==> src/rtl/muldiv_hilo.sv <==
module muldiv_hilo #(
  parameter int DIV_CYCLES = 37,
  parameter int MUL_BASE   = 7,
  parameter int MUL_STEP   = 4,
  parameter int LZ_BAND    = 11,
  parameter int SIGN_SHIFT = 21
) (
  input  logic        clk,
  input  logic        rst_n,
  input  logic        op_start,
  input  logic [1:0]  op_kind,
  input  logic [31:0] opa,
  input  logic [31:0] opb,
  input  logic        hi_wr,
  input  logic        lo_wr,
  input  logic        rd_req,
  input  logic        rd_sel,
  output logic [31:0] rd_data,
  output logic        rd_valid,
  output logic        stall,
  output logic        busy
);

  localparam int MUL_MAX   = MUL_BASE + 2 * MUL_STEP;
  localparam int LAT_MAX   = (DIV_CYCLES > MUL_MAX) ? DIV_CYCLES : MUL_MAX;
  localparam int CW        = $clog2(LAT_MAX + 1);
  localparam int DIV_STEPS = 32;
  localparam int SW        = $clog2(DIV_STEPS + 1);

  function automatic logic [5:0] clz32(input logic [31:0] v);
    logic found;
    clz32 = 6'd0;
    found = 1'b0;
    for (int i = 31; i >= 0; i--) begin
      if (!found) begin
        if (v[i]) found = 1'b1;
        else      clz32 = clz32 + 6'd1;
      end
    end
  endfunction

  logic [31:0]   hi_q, lo_q;
  logic [CW-1:0] cnt;
  logic          div_active;
  logic [SW-1:0] step;
  logic [31:0]   rem_q, quo_q, dsr_q;
  logic          negq_q, negr_q;

  wire is_div    = op_kind[1];
  wire is_signed = ~op_kind[0];

  wire [31:0] sgn_mix = opa ^ 32'($signed(opa) >>> SIGN_SHIFT);
  wire [31:0] mul_src = (is_signed ? sgn_mix : opa) | 32'd1;
  wire [5:0]  lz      = clz32(mul_src);

  logic [CW-1:0] start_lat;
  always_comb begin
    int band;
    band = int'(lz) / LZ_BAND;
    if (band > 2) band = 2;
    if (is_div) start_lat = CW'(DIV_CYCLES);
    else        start_lat = CW'(MUL_BASE + (2 - band) * MUL_STEP);
  end

  wire [63:0] ext_a   = {{32{is_signed & opa[31]}}, opa};
  wire [63:0] ext_b   = {{32{is_signed & opb[31]}}, opb};
  wire [63:0] product = ext_a * ext_b;

  wire [31:0] abs_a = (is_signed & opa[31]) ? -opa : opa;
  wire [31:0] abs_b = (is_signed & opb[31]) ? -opb : opb;

  wire [32:0] rem_sh = {rem_q, quo_q[31]};
  wire [33:0] diff   = {1'b0, rem_sh} - {2'b00, dsr_q};
  wire        take   = ~diff[33];
  wire [31:0] rem_nx = take ? diff[31:0] : rem_sh[31:0];
  wire [31:0] quo_nx = {quo_q[30:0], take};
  wire [31:0] q_fin  = negq_q ? -quo_nx : quo_nx;
  wire [31:0] r_fin  = negr_q ? -rem_nx : rem_nx;

  always_ff @(posedge clk or negedge rst_n) begin
    if (!rst_n) begin
      hi_q       <= '0;
      lo_q       <= '0;
      cnt        <= '0;
      div_active <= 1'b0;
      step       <= '0;
      rem_q      <= '0;
      quo_q      <= '0;
      dsr_q      <= '0;
      negq_q     <= 1'b0;
      negr_q     <= 1'b0;
    end else if (op_start) begin
      cnt <= start_lat;
      if (is_div) begin
        div_active <= 1'b1;
        step       <= SW'(DIV_STEPS);
        rem_q      <= '0;
        quo_q      <= abs_a;
        dsr_q      <= abs_b;
        negq_q     <= is_signed & (opa[31] ^ opb[31]);
        negr_q     <= is_signed & opa[31];
      end else begin
        div_active <= 1'b0;
        hi_q       <= product[63:32];
        lo_q       <= product[31:0];
      end
    end else begin
      if (cnt != '0) cnt <= cnt - CW'(1);
      if (hi_wr) hi_q <= opa;
      if (lo_wr) lo_q <= opa;
      if (div_active) begin
        step  <= step - SW'(1);
        rem_q <= rem_nx;
        quo_q <= quo_nx;
        if (step == SW'(1)) begin
          div_active <= 1'b0;
          hi_q       <= r_fin;
          lo_q       <= q_fin;
        end
      end
    end
  end

  assign busy     = (cnt != '0);
  assign stall    = rd_req & busy;
  assign rd_valid = rd_req & ~busy;
  assign rd_data  = rd_sel ? hi_q : lo_q;

  assert_reload_R10: assert property (@(posedge clk) disable iff (!rst_n)
    op_start |=> busy);

  assert_countdown_R8: assert property (@(posedge clk) disable iff (!rst_n)
    (busy && !op_start) |=> (cnt == $past(cnt) - CW'(1)));

  assert_div_in_window_R5: assert property (@(posedge clk) disable iff (!rst_n)
    div_active |-> busy);

  assert_idle_hold_R11: assert property (@(posedge clk) disable iff (!rst_n)
    (!busy && !op_start && !hi_wr && !lo_wr) |=> ($stable(hi_q) && $stable(lo_q)));

endmodule

==> config.mk <==
export PLATFORM = sky130hd
export DESIGN_NAME = muldiv_hilo
export DESIGN_NICKNAME = d
export VERILOG_FILES = /design/src/rtl/muldiv_hilo.sv
export SDC_FILE = /design/constraint.sdc
export NUM_CORES = 2
export LEC_CHECK = 0
export ABC_AREA = 1
export ABC_CLOCK_PERIOD_IN_PS = 7000
export BUFFER_PORTS_ARGS = -buffer_cell sky130_fd_sc_hd__buf_2
export CORE_MARGIN = 10
export CORE_UTILIZATION = 55
export DETAILED_ROUTE_END_ITERATION = 6
export PLACE_DENSITY = 0.79
export SYNTH_ARGS = -nofsm -noshare
export SYNTH_HDL_FRONTEND = slang
export SYNTH_SLANG_ARGS = --single-unit
export TNS_END_PERCENT = 50
==> constraint.sdc <==
create_clock -name clk -period 7 [get_ports clk]
set_clock_uncertainty 0.15 [all_clocks]
set_input_delay 1.4 -clock clk [delete_from_list [all_inputs] [get_ports clk]]
set_output_delay 1.4 -clock clk [all_outputs]
set_load 0.01 [all_outputs]
==> out/summary.txt <==
GLOBAL ROUTE
----------------------------------------------------------------------------------
Overflow after GRT                                                               0
Via count of the first global-routing pass                                   54865
Global-route usage over all layers                                           35.9%
GR Layer Usage met3                                                          12.1%
Maximum number of pins on one net before global-route repair                   166
Global routing met2 resource utilization                                     54.6%
Met1 GRT Util                                                                44.2%
Global-route wire length before repair                                   311000 um
Number of antenna violations at the first check in global routing               19
Busiest grt layer                                                             met2

CELLS AND AREA
----------------------------------------------------------------------------------
Fraction of layout cells with a size suffix above 1                          19.8%
Area taken by multi-input logic gates                                    44400 um2
Nets                                                                          9443
Combined flip-flop and latch cell area                                    4380 um2
Number of standard cells in the final layout excluding fillers                9284
Signed area change from the synthesized netlist to the final layout          21.7%
Number of filler cells placed in the layout                                   7730
Share of the core filled with cells in the final layout                      67.3%

FLOORPLANNING
----------------------------------------------------------------------------------
Core area                                                                99700 um2
Die area                                                                113000 um2
Total number of placement rows                                                 116
Effective utilization at floorplan                                           55.3%
Die boundary height                                                         337 um
Horiz. Die Dim                                                              337 um
IO Count                                                                       108

SYNTH
----------------------------------------------------------------------------------
Top cell type's share of synthesized area                                    40.9%
Dominant register cell in the synthesized netlist                          dfrtp_1
Biggest area contributors in the synthesized netlist                  fa_1, nand2_1, inv_1
Synthesized instance count                                                    7252
Share of the yosys chip area belonging to registers                          7.94%
Number of synthesized flops with an enable pin                                   0
FF+latch count, synth                                                          175
Total nets after synthesis                                                    8733
Number of warnings printed during yosys synthesis                                0
Number of distinct library cells after synthesis                                62
Share of flip-flops with an asynchronous set or reset                         100%
Post-synthesis average cell area                                          7.60 um2
Post-synthesis instance area                                             55100 um2
Area leader, netlist                                                          fa_1

PLACE
----------------------------------------------------------------------------------
Detail Placement HPWL                                                    156000 um
# placed instances                                                            9092
Final weighted congestion of routability-driven global placement              1.05
# port buffers                                                                 107

STA
----------------------------------------------------------------------------------
Slew at the pin closest to its max-slew limit                              1.28 ns
Final Hold Viols                                                                 0
Post-route worst hold slack                                               0.341 ns
Final clock period utilization by the worst path                              189%
Setup violations, final                                                         48
Least setup slack across all paths after layout                           -6.22 ns
Number of max-slew violations in the final report                                0
Fmax                                                                    0.0757 GHz
Rel. slew slack                                                              14.4%
Final sum of negative setup slack                                        -96.11 ns
RSZ-0062 raised after global routing                                           yes
Min cycle time layout                                                     13.22 ns

WORST SETUP PATH
----------------------------------------------------------------------------------
Arrival time at the worst endpoint                                        13.46 ns
Category of the most critical setup path                                    in2reg
Capturing element type of the critical path                              flip-flop
Cell seen most often among critical-path stages                            nand2_2
CP startpoint kind                                                      input port
Required time of the worst setup path                                      7.24 ns
Slowest cell on the critical path                                             ha_1
Max stage delay on crit path                                               0.33 ns
Largest driver fanout on the critical path                                       4

DETAILED ROUTING
----------------------------------------------------------------------------------
Routed length per instance                                                 22.0 um
Remaining antenna violation count after routing                                  0
Via/cell ratio                                                                5.65
WL final                                                                 204000 um
1st-iter DRT viols                                                            5648
Router iterations before antenna repair                                          7
Residual DRC                                                                     2
Number of vias after detailed routing                                        52469

OUTCOME
----------------------------------------------------------------------------------
Failing checks                                                        design-rule violations, negative setup slack
Result of the run                                                     finished with violations

CLOCK TREE
----------------------------------------------------------------------------------
Clock transition at path regs                                              0.08 ns
Number of buffers created by CTS                                                17
Count of H-tree levels built during CTS                                          4
Maximum root-to-sink buffer count                                                2
Num Clock Sinks                                                                175
TritonCTS clock tree                                                         built
Root buffer selected by CTS                                              clkbuf_16
Skew-Pair Late Insertion Delay                                             0.46 ns

WORST HOLD PATH
----------------------------------------------------------------------------------
Type of the most critical hold path                                        reg2reg

FLOW RUN
----------------------------------------------------------------------------------
Maximum Capacitance Violations                                                   0

## metrics by stage
| stage | worst slack [ns] | cell area [um2] |
|---|---|---|
| 2_1_floorplan | -6.20 | 56200 |
| 3_3_place_gp | -7.07 | 62600 |
| 3_5_place_dp | -7.35 | 62600 |
| 4_1_cts | -6.33 | 66200 |
| 5_1_grt | -6.86 | 67100 |
| 6_report | -6.22 | 67100 |
## cells in the final DEF (no fill, tap or decap), drive strengths merged, types with 45 or more instances in the layout
cell type / netlist / final
a21oi: 238 / 238
a31oi: 60 / 60
buf: 72 / 1058
dfrtp: 175 / 175
fa: 1126 / 1126
ha: 282 / 282
inv: 1791 / 1798
nand2: 1805 / 1805
nand3: 203 / 203
nor2: 350 / 350
nor3: 56 / 56
o21ai: 418 / 418
xnor2: 45 / 45
xor2: 117 / 117
## layer usage
| metal | share of wire (%) | wire, um | vias to the layer above |
|---|---|---|---|
| met2 | 43 | 88500 | 3237 |
| met3 | 14 | 27900 | 792 |
| met5 | 0.028 | 58 | - |
| met4 | 7.2 | 14700 | 8 |
| li1 | - | - | 22889 |
| met1 | 36 | 72600 | 25543 |
## area by class of cell
cell class                 instances  share of cell area [%]
multi-input combinational       4909                    66.1
timing repair buffer            1065                    13.9
inverter                        1794                    10.1
sequential                       175                    6.53
tap                             1298                    2.42
clock buffer                      18                   0.640
clock inverter                    14                   0.255
antenna                           11                  0.0410
## cell usage after synthesis (all sizes together) (6+ instances only)
cell / number
a31oi: 60
ha: 282
fa: 1126
nor4: 12
o21a: 6
inv: 1791
nand3: 203
nand2: 1805
nand4: 33
o31ai: 10
o21ai: 418
nand3b: 10
xnor2: 45
o21bai: 10
dfrtp: 175
buf: 72
xor2: 117
or2: 11
clkbuf: 302
a21oi: 238
nor2: 350
nor3: 56
o221ai: 41
o211ai: 43
## worst max-delay path, delay by kind of cell
family	cells	cell delay, ns
AO/OA/AOI/OAI	17	2.50
adder cells (fa/ha/maj)	19	4.73
buffers and inverters	18	1.30
AND/OR/NAND/NOR	45	3.49
## cells by family after synthesis
kind of cell / after synthesis / synth area share [%]
AOI/OAI and AO/OA: 853 / 8.65
xor gates and xnor gates: 162 / 2.59
adders and majority gates: 1408 / 47.3
buffers and inverters: 2168 / 14.9
DFF: 175 / 7.94
muxes: 2 / 0.0386
and+or+nand+nor: 2484 / 18.6
## worst paths after layout
path / start / to / slack, ns / depth (start not counted)
max in group asynchronous: rst_n / quo_q[9] / 4.86 / 2
worst min-delay path: dsr_q[26] / dsr_q[26] / 0.34 / 2
min in group asynchronous: rst_n / lo_q[29] / 0.60 / 1
worst min register to register: dsr_q[26] / dsr_q[26] / 0.34 / 2
worst max-delay path: opa[30] / cnt[2] / -6.22 / 99
worst max register to register: dsr_q[0] / hi_q[28] / 0.90 / 32
## registers in the layout, indices dropped and copies added, names as in the netlist
name        count
dsr_q          32
hi_q           32
lo_q           32
quo_q          32
rem_q          32
cnt             6
step            6
div_active      1
negq_q          1
negr_q          1
## timing repair
item / in CTS / in global routing
pin swaps: 255 / 224
hold buffers: 0 / 0
buffers inserted: 171 / 61
gates cloned: 11 / 1
setup endpoints to repair: 54 / 53
resized for setup: 404 / 248
Power is left out: the tool's default activity adds up to more than one toggle a clock period on the data nets, which glitch-free logic cannot reach.
